$ cat config.mk
export PLATFORM = sky130hd
export DESIGN_NAME = seq_wide_divider
export DESIGN_NICKNAME = d
export VERILOG_FILES = /design/src/rtl/wdiv_pkg.sv /design/src/rtl/wdiv_prep.sv /design/src/rtl/wdiv_step.sv /design/src/rtl/wdiv_fix.sv /design/src/rtl/seq_wide_divider.sv
export SDC_FILE = /design/constraint.sdc
export NUM_CORES = 1
export LEC_CHECK = 0
export BUFFER_PORTS_ARGS = -buffer_cell sky130_fd_sc_hd__buf_2
export CORE_ASPECT_RATIO = 1.25
export CORE_MARGIN = 2
export CORE_UTILIZATION = 38
export CTS_CLUSTER_DIAMETER = 120
export DETAILED_ROUTE_END_ITERATION = 8
export GPL_ROUTABILITY_DRIVEN = 1
export PLACE_DENSITY_LB_ADDON = 0.08
export SYNTH_ARGS = -nofsm -noshare
export SYNTH_HDL_FRONTEND = slang
export SYNTH_SLANG_ARGS = --single-unit
$ cat constraint.sdc
create_clock -name clk -period 8.1 [get_ports clk]
set_input_delay 0.81 -clock clk [delete_from_list [all_inputs] [get_ports clk]]
set_output_delay 0.81 -clock clk [all_outputs]
set_load 0.01 [all_outputs]
$ cat src/rtl/wdiv_pkg.sv
// Shared types for the sequential double-width divider.
package wdiv_pkg;
    typedef enum logic [1:0] {
        ERR_NONE = 2'd0,
        ERR_ZERO = 2'd1,
        ERR_OVF  = 2'd2
    } div_err_e;

    typedef enum logic [1:0] {
        PH_IDLE = 2'd0,
        PH_RUN  = 2'd1,
        PH_FIX  = 2'd2
    } div_phase_e;
endpackage

$ cat src/rtl/wdiv_prep.sv
// Operand conditioning: converts signed operands to magnitudes, flags a zero
// divisor and an upper half too large to give a W-bit quotient.
// Assumes W >= 2; purely combinational.
module wdiv_prep #(
    parameter int W = 16
) (
    input  logic         signed_mode,
    input  logic [W-1:0] num_hi,
    input  logic [W-1:0] num_lo,
    input  logic [W-1:0] dvs,
    output logic [W-1:0] mag_hi,
    output logic [W-1:0] mag_lo,
    output logic [W-1:0] mag_dvs,
    output logic         neg_num,
    output logic         neg_dvs,
    output logic         zero_dvs,
    output logic         early_ovf
);
    localparam int DW = 2 * W;

    logic [DW-1:0] num_full;
    logic [DW-1:0] num_abs;

    // Form magnitudes and the pre-loop error conditions.
    always_comb begin
        neg_num   = signed_mode & num_hi[W-1];
        neg_dvs   = signed_mode & dvs[W-1];
        num_full  = {num_hi, num_lo};
        num_abs   = neg_num ? (~num_full + {{(DW-1){1'b0}}, 1'b1}) : num_full;
        mag_hi    = num_abs[DW-1:W];
        mag_lo    = num_abs[W-1:0];
        mag_dvs   = neg_dvs ? (~dvs + {{(W-1){1'b0}}, 1'b1}) : dvs;
        zero_dvs  = (dvs == '0);
        early_ovf = (mag_hi >= mag_dvs);
    end
endmodule

$ cat src/rtl/wdiv_step.sv
// One restoring division step: shifts the {hi, lo} pair left by one bit,
// subtracts the divisor when the shifted partial remainder reaches it (or a
// bit left the top), and shifts the quotient bit into lo. Combinational.
module wdiv_step #(
    parameter int W = 16
) (
    input  logic [W-1:0] hi_i,
    input  logic [W-1:0] lo_i,
    input  logic [W-1:0] dvs_i,
    output logic [W-1:0] hi_o,
    output logic [W-1:0] lo_o
);
    logic [W-1:0] hi_sh;
    logic         take;

    // Shift, compare, conditionally subtract.
    always_comb begin
        hi_sh = {hi_i[W-2:0], lo_i[W-1]};
        take  = hi_i[W-1] | (hi_sh >= dvs_i);
        hi_o  = take ? (hi_sh - dvs_i) : hi_sh;
        lo_o  = {lo_i[W-2:0], take};
    end
endmodule

$ cat src/rtl/wdiv_fix.sv
// Sign restoration and signed range check on the magnitude quotient.
// Assumes neg_num and neg_dvs are already zero in unsigned mode.
module wdiv_fix #(
    parameter int W = 16
) (
    input  logic         signed_mode,
    input  logic         neg_num,
    input  logic         neg_dvs,
    input  logic [W-1:0] q_mag,
    input  logic [W-1:0] r_mag,
    output logic [W-1:0] q_o,
    output logic [W-1:0] r_o,
    output logic         ovf
);
    localparam logic [W-1:0] HALF = {1'b1, {(W-1){1'b0}}};

    logic flip;

    // Apply asymmetric limit and restore signs.
    always_comb begin
        flip = neg_num ^ neg_dvs;
        ovf  = signed_mode & (flip ? (q_mag > HALF) : (q_mag >= HALF));
        q_o  = flip ? (~q_mag + {{(W-1){1'b0}}, 1'b1}) : q_mag;
        r_o  = neg_num ? (~r_mag + {{(W-1){1'b0}}, 1'b1}) : r_mag;
    end
endmodule

$ cat src/rtl/seq_wide_divider.sv
// Sequential 2W-by-W divider. On an accepted start it checks for a zero
// divisor and an oversized upper half (one-cycle error completion), otherwise
// iterates W restoring steps, then spends one cycle on sign fix-up and the
// signed range check. Results and status register only at completion.
// Assumes W >= 2; start is ignored while busy.
module seq_wide_divider #(
    parameter int W = 16
) (
    input  logic         clk,
    input  logic         rst_n,
    input  logic         start,
    input  logic         signed_mode,
    input  logic [W-1:0] dividend_hi,
    input  logic [W-1:0] dividend_lo,
    input  logic [W-1:0] divisor,
    output logic         busy,
    output logic         done,
    output logic [1:0]   err,
    output logic [W-1:0] quotient,
    output logic [W-1:0] remainder
);
    import wdiv_pkg::*;

    localparam int              CW   = (W > 2) ? $clog2(W) : 1;
    localparam logic [CW-1:0]   LAST = CW'(W - 1);

    div_phase_e   phase;
    logic [CW-1:0] cnt;
    logic [W-1:0] acc_hi, acc_lo, dvs_q;
    logic         sgn_q, negn_q, negd_q;
    logic         done_q;
    div_err_e     err_q;
    logic [W-1:0] quo_q, rem_q;

    logic [W-1:0] p_hi, p_lo, p_dvs;
    logic         p_negn, p_negd, p_zero, p_ovf;
    logic [W-1:0] s_hi, s_lo;
    logic [W-1:0] f_q, f_r;
    logic         f_ovf;

    wdiv_prep #(.W(W)) u_prep (
        .signed_mode (signed_mode),
        .num_hi      (dividend_hi),
        .num_lo      (dividend_lo),
        .dvs         (divisor),
        .mag_hi      (p_hi),
        .mag_lo      (p_lo),
        .mag_dvs     (p_dvs),
        .neg_num     (p_negn),
        .neg_dvs     (p_negd),
        .zero_dvs    (p_zero),
        .early_ovf   (p_ovf)
    );

    wdiv_step #(.W(W)) u_step (
        .hi_i  (acc_hi),
        .lo_i  (acc_lo),
        .dvs_i (dvs_q),
        .hi_o  (s_hi),
        .lo_o  (s_lo)
    );

    wdiv_fix #(.W(W)) u_fix (
        .signed_mode (sgn_q),
        .neg_num     (negn_q),
        .neg_dvs     (negd_q),
        .q_mag       (acc_lo),
        .r_mag       (acc_hi),
        .q_o         (f_q),
        .r_o         (f_r),
        .ovf         (f_ovf)
    );

    // Control sequence, iteration registers and result registers.
    always_ff @(posedge clk) begin
        if (!rst_n) begin
            phase  <= PH_IDLE;
            cnt    <= '0;
            acc_hi <= '0;
            acc_lo <= '0;
            dvs_q  <= '0;
            sgn_q  <= 1'b0;
            negn_q <= 1'b0;
            negd_q <= 1'b0;
            done_q <= 1'b0;
            err_q  <= ERR_NONE;
            quo_q  <= '0;
            rem_q  <= '0;
        end else begin
            done_q <= 1'b0;
            case (phase)
                PH_IDLE: begin
                    if (start) begin
                        if (p_zero) begin
                            done_q <= 1'b1;
                            err_q  <= ERR_ZERO;
                        end else if (p_ovf) begin
                            done_q <= 1'b1;
                            err_q  <= ERR_OVF;
                        end else begin
                            acc_hi <= p_hi;
                            acc_lo <= p_lo;
                            dvs_q  <= p_dvs;
                            sgn_q  <= signed_mode;
                            negn_q <= p_negn;
                            negd_q <= p_negd;
                            cnt    <= '0;
                            phase  <= PH_RUN;
                        end
                    end
                end
                PH_RUN: begin
                    acc_hi <= s_hi;
                    acc_lo <= s_lo;
                    cnt    <= cnt + 1'b1;
                    if (cnt == LAST) begin
                        phase <= PH_FIX;
                    end
                end
                PH_FIX: begin
                    done_q <= 1'b1;
                    phase  <= PH_IDLE;
                    if (f_ovf) begin
                        err_q <= ERR_OVF;
                    end else begin
                        err_q <= ERR_NONE;
                        quo_q <= f_q;
                        rem_q <= f_r;
                    end
                end
                default: phase <= PH_IDLE;
            endcase
        end
    end

    assign busy      = (phase != PH_IDLE);
    assign done      = done_q;
    assign err       = err_q;
    assign quotient  = quo_q;
    assign remainder = rem_q;
endmodule

==> flow_metrics.env, run 1 <==
export IMPL_netlist_area_um2=6520
export IMPL_io_pins=88
export IMPL_tns_ps=0
export IMPL_holdWs_ps=486
export IMPL_status="completed"
export IMPL_synthTopCellsByArea="dfxtp_1 (28%), ha_1 (7.1%), nor2_1 (5.9%)"
export IMPL_grt_overflow=0
export IMPL_drt_initial_drc_count=322
export IMPL_worstPathCellList="buf_2 > inv_1 > ha_1 > or3b_2 > nor4_4 > a21oi_1 > xnor2_1 > ha_1 > nand2b_1 > a21o_1 > a211o_1 > a211oi_2 > o31ai_2 > o31ai_4 > buf_4 > nand2_1 > o32ai_1"
export IMPL_path_common_cell="ha_1"
export IMPL_routabilityCongestion=0.855
export IMPL_post_synth_top_area_cell="dfxtp_1"
export IMPL_synth_most_common_cell="nor2_1"
export IMPL_synthTopCellsByCount="nor2_1 (102), dfxtp_1 (92), nand2_1 (77)"
export IMPL_grt_pass1_wl_mm=29.2
export IMPL_syn2layout_area_growth_pct=13.5
export IMPL_netlist_area_leader_share_pct=28.2
export IMPL_ctsResizeCount=0
export IMPL_path_clk_slew_ps=60
export IMPL_drive_gt1_share_pct=15.6
export IMPL_ys_warn_count=0
export IMPL_ys_seq_area_share_pct=28.2
export IMPL_place_inst=1088
export IMPL_switching_power_mw=0.644
export IMPL_drtPass1Iterations=5
export IMPL_rsz0062_at_grt="false"
export IMPL_cp_num_cells=17
export IMPL_cts_hold_buf=0
export IMPL_grt_pass1_vias=5701
export IMPL_die_w_um=121
export IMPL_startpoint="dividend_lo[1]"
export IMPL_routed_wl_mm=18.1
export IMPL_via_count=6030
export IMPL_cts_sinks=92
export IMPL_p_per_area_nw_per_um2=224
export IMPL_fmax_ghz=0.202
export IMPL_cp_required_ps=8350
export IMPL_yosysUniqueCellTypes=64
export IMPL_cts_root_buf="clkbuf_16"
export IMPL_final_hold_violation_count=0
export IMPL_p_clk_share_pct=26.7
export IMPL_pwr_share_seq_pct=33.4
export IMPL_min_path_cells=2
export IMPL_layout_cells_non_filler=1105
export IMPL_power_frac_comb_pct=39.9
export IMPL_die_h_um=150
export IMPL_fin_area_um2=7410
export IMPL_htreeDepth=3
export IMPL_cts_buffer_depth=2
export IMPL_port_buffer_count=87
export IMPL_finalSetupViolCount=0
export IMPL_placed_area_um2=7090
export IMPL_drv_slew=0
export IMPL_grt_max_degree=51
export IMPL_postSynthAreaPerCell_um2=7.99
export IMPL_avgRoutedWirePerCell_um=16.3
export IMPL_endpoint="acc_hi[5]"
export IMPL_start_util_pct=38.7
export IMPL_maxCapViolations=0
export IMPL_path_delay_family="compound AO/OA/AOI/OAI gates"
export IMPL_max_slew_worst_pin_slew_ps=803
export IMPL_core_area_um2=16800
export IMPL_p_int_mw=1.02
export IMPL_cts_tree="done"
export IMPL_final_nets=969
export IMPL_cp_max_fo=30
export IMPL_end_kind="register"
export IMPL_r2r_start="acc_lo[15]"
export IMPL_async_flop_share_pct=0
export IMPL_hold_class="reg -> reg"
export IMPL_vias_per_cell=5.46
export IMPL_drc=0
export IMPL_nFillCells=1805
export IMPL_netSwitchingFraction_pct=38.7
export IMPL_peakVddDrop_mv=0.114
export IMPL_total_power_mw=1.66
export IMPL_antenna_left=0
export IMPL_leakage_nw=2.98
export IMPL_clock_skew_ps=11.4
export IMPL_reg2regPathDepth=12
export IMPL_dp_hpwl_mm=14.0
export IMPL_cts_buffers=9
export IMPL_max_stage_delay_ps=500
export IMPL_synth_ff_type="dfxtp_1"
export IMPL_die_area_um2=18200
export IMPL_crit_buf_inv=3
export IMPL_synth_nets=906
export IMPL_critPathLaunchType="input port"
export IMPL_relSlewSlack_pct=46.4
export IMPL_worstSetupPathType="in -> reg"
export IMPL_period_needed_ps=4950
export IMPL_syn_inst=816
export IMPL_rrSetupSlack_ps=4700
export IMPL_slowest_stage="o31ai_4"
export IMPL_rows=53
export IMPL_synth_edf_count=0
export IMPL_grt_util_all_layers_pct=20.1
export IMPL_clk_insertion_delay_late_ps=350
export IMPL_reg2reg_to="acc_hi[5]"
export IMPL_fin_crit_sh_pct=61.1
export IMPL_postCtsSetupBuffers=0
export IMPL_ys_ff_latch=92
export IMPL_antenna_found_initial=1
export IMPL_critPathArrivalTime_ps=5200
## placed cells by master (no fill, tap or decap), types with 37 or more instances in the layout
cell type | netlist | layout
nand2_1 | 77 | 77
xnor2_1 | 39 | 39
dfxtp_1 | 92 | 92
buf_2 | 12 | 87
ha_1 | 37 | 37
a21oi_1 | 58 | 58
o21ai_0 | 49 | 49
nor2_1 | 102 | 102
a211oi_1 | 37 | 37
xor2_1 | 40 | 40
## stage by stage
| step | setup WS, ps | util, % |
|---|---|---|
| 3_3_place_gp | 3060 | 42.1 |
| 2_1_floorplan | 3800 | - |
| 5_1_grt | 2890 | 44.0 |
| 3_5_place_dp | 2820 | 42.1 |
| 4_1_cts | 3130 | 44.0 |
| 6_report | 3150 | 44.0 |
## routing by layer
layer / wire length [um] / track usage, % / share of wire, % / vias up
li1: - / - / - / 3060
met4: 446 / 6.55 / 2.5 / 0
met3: 872 / 2.99 / 4.8 / 25
met5: 0 / 0 / 0 / -
met1: 8900 / 28.7 / 49 / 2788
met2: 7840 / 31.2 / 43 / 157
## registers in the layout, indices dropped and copies added, names as in the netlist
| register | cells |
|---|---|
| negn_q | 1 |
| negd_q | 1 |
| err | 2 |
| done | 1 |
| quotient | 16 |
| cnt | 4 |
| acc_hi | 16 |
| phase | 2 |
| acc_lo | 16 |
| sgn_q | 1 |
| remainder | 16 |
| dvs_q | 16 |
## worst register-to-register path, delay by kind of cell (launching register included)
kind	cells	cell delay, ps
mux	1	270
simple gates	3	350
buf+inv	2	330
flops	1	430
compound gates	4	1280
fa+ha+maj	2	620
## power by group through the flow
stage / Combinational, mW / Sequential, mW / Clock [mW]
after detailed placement: 0.659 / 0.565 / 0
after floorplan: 0.525 / 0.541 / 0
after global routing: 0.739 / 0.562 / 0.470
after global placement: 0.652 / 0.564 / 0
after CTS: 0.665 / 0.555 / 0.451
final: 0.662 / 0.555 / 0.444
## worst min-delay path by stage
stage / start / endpoint / slack, ps
2_1_floorplan: cnt[3] / cnt[3] / 450
3_3_place_gp: remainder[14] / remainder[14] / 470
3_5_place_dp: remainder[8] / remainder[8] / 480
4_1_cts: cnt[3] / phase[1] / 490
5_1_grt: remainder[8] / remainder[8] / 510
6_report: remainder[11] / remainder[11] / 490
## kinds of logic after synthesis
logic type / synth area share, %
adders and majority gates: 7.40
DFF: 28.2
xor gates and xnor gates: 10.6
muxes: 4.05
buffers and inverters: 4.89
and+or+nand+nor: 20.3
AOI/OAI and AO/OA: 24.5
## cell type report
| type | count | area [um2] | area share, % |
|---|---|---|---|
| multi-input cells | 652 | 4370 | 59.0 |
| flip-flops and latches | 92 | 1840 | 24.9 |
| repair buffers | 95 | 495 | 6.69 |
| well taps | 220 | 275 | 3.72 |
| clock buffers | 11 | 243 | 3.28 |
| inverters | 29 | 109 | 1.47 |
| clock inverters | 5 | 67.6 | 0.912 |
| diodes | 1 | 2.50 | 0.0338 |
No activity file was read; power rests on OpenSTA's default activity.
==> run 2: changes to the inputs <==
Clock period 8.1 ns to 4.5 ns, I/O delays scaled along.
==> run 2 against run 1 <==
  * Final area increased by 1.5%
  * Largest power group unchanged
  * Clock skew is 2.3 ps lower
  * Critical path depth did not move
  * Sequential share of layout area down 0.37 points
  * Critical endpoint is now acc_hi[14]
==> flow_metrics.env, run 2 (synthesis gave the netlist of run 1 again) <==
export IMPL_max_slew_worst_pin_slew_ps=898
export IMPL_period_needed_ps=4080
export IMPL_final_core_util_pct=44.6
export IMPL_p_per_area_nw_per_um2=398
export IMPL_cp_max_fo=6
export IMPL_tns_ps=0
export IMPL_leakage_nw=3.04
export IMPL_syn2layout_area_growth_pct=15.2
export IMPL_vias_per_cell=5.48
export IMPL_p_clk_share_pct=25.0
export IMPL_start_util_pct=38.7
export IMPL_drt_initial_drc_count=388
export IMPL_htreeDepth=3
export IMPL_core_area_um2=16800
export IMPL_power_frac_comb_pct=41.6
export IMPL_routabilityCongestion=0.897
export IMPL_switching_power_mw=1.20
export IMPL_drv_slew=0
export IMPL_rsz0062_at_grt="false"
export IMPL_io_pins=88
export IMPL_cts_buffer_depth=2
export IMPL_die_h_um=150
export IMPL_cts_root_buf="clkbuf_16"
export IMPL_p_int_mw=1.79
export IMPL_m1WireLength_mm=9.03
export IMPL_final_hold_violation_count=0
export IMPL_min_delay_start="start"
export IMPL_die_area_um2=18200
export IMPL_dp_hpwl_mm=14.5
export IMPL_maxCapViolations=0
export IMPL_layout_cells_most_common_list="nor2_1 (102), dfxtp_1 (92), buf_2 (87)"
export IMPL_cp_required_ps=4790
export IMPL_avgRoutedWirePerCell_um=16.7
export IMPL_clk_insertion_delay_late_ps=350
export IMPL_grt_pass1_wl_mm=29.9
export IMPL_antenna_left=0
export IMPL_reg2regPathDepth=12
export IMPL_grt_max_degree=49
export IMPL_end_kind="register"
export IMPL_fin_crit_sh_pct=90.7
export IMPL_path_clk_slew_ps=80
export IMPL_status="completed"
export IMPL_wl_met3_um=966
export IMPL_min_path_cells=3
export IMPL_critPathLaunchType="input port"
export IMPL_postCtsSetupBuffers=0
export IMPL_ctsResizeCount=0
export IMPL_grt_util_all_layers_pct=20.6
export IMPL_antenna_found_initial=0
export IMPL_grt_overflow=0
export IMPL_nFillCells=1778
export IMPL_grt_pass1_vias=5772
export IMPL_final_common_cell="nor2_1"
export IMPL_netSwitchingFraction_pct=40.2
export IMPL_antenna_cells=0
export IMPL_drtPass1Iterations=5
export IMPL_hold_class="in -> reg"
export IMPL_fmax_ghz=0.245
export IMPL_clock_skew_ps=9.06
export IMPL_final_nets=983
export IMPL_cts_sinks=92
export IMPL_pwr_share_seq_pct=33.4
export IMPL_relSlewSlack_pct=40.0
export IMPL_drive_gt1_share_pct=17.0
export IMPL_die_w_um=121
export IMPL_critPathArrivalTime_ps=4370
export IMPL_peakVddDrop_mv=0.217
export IMPL_finalSetupViolCount=0
export IMPL_cts_hold_buf=0
export IMPL_cts_tree="done"
export IMPL_top_layer_used="met4"
export IMPL_rows=53
export IMPL_wl_met2_mm=8.36
export IMPL_drc=0
export IMPL_r2r_start="acc_lo[15]"
export IMPL_via_count=6128
export IMPL_cts_buffers=9
export IMPL_routed_wl_mm=18.6
export IMPL_port_buffer_count=87
export IMPL_startpoint="dividend_lo[1]"
export IMPL_worstSetupPathType="in -> reg"
[run 2: final cells by class]
cell class,instances,area [um2],area share (%)
inverters,29,109,1.45
clock buffers,9,225,3.00
flip-flops and latches,92,1840,24.5
repair buffers,109,626,8.32
well taps,220,275,3.66
multi-input cells,652,4370,58.1
clock inverters,7,70.1,0.932
[run 2: metrics by stage]
step / instance area (um2) / hold WS, ps / std cells / power [mW] / worst slack [ps]
global placement: 7220 / 466 / 1102 / 2.23 / 132
detailed placement: 7220 / 473 / 1102 / 2.25 / 40.9
global route: 7520 / 412 / 1118 / 3.19 / 78.6
floorplan: 6520 / 450 / 816 / 1.92 / 561
finish: 7520 / 385 / 1118 / 2.99 / 417
CTS: 7520 / 375 / 1118 / 3.00 / 395
[run 2: final timing paths]
kind | end | slack, ps
max | acc_hi[14] | 420
min | err[0] | 390
max reg2reg | acc_hi[12] | 1170
min reg2reg | remainder[8] | 490
[run 2: per-layer routing]
metal / vias up / GRT usage, %
li1: 3084 / -
met1: 2841 / 29.6
met2: 184 / 32.7
met3: 19 / 2.08
met4: 0 / 5.52
met5: - / 0
[run 2: power by group through the flow]
stage                     clock, mW  combinational, mW  sequential (mW)
final                         0.746               1.24             1.00
after global routing          0.795               1.38             1.01
after CTS                     0.766               1.24            0.998
after detailed placement          0               1.23             1.02
after global placement            0               1.21             1.01
after floorplan                   0              0.944            0.974
[run 2: critical path, cell delays in order]
cell	delay (ps)
buf_2	110
inv_1	70
ha_1	180
or3b_2	490
nor4_4	340
nand2_2	170
o41ai_2	330
xnor2_1	150
ha_1	310
nand2_1	50
o21ai_0	280
a41oi_1	110
o31ai_2	510
o31a_1	310
buf_4	200
mux2i_1	180
and2_1	130
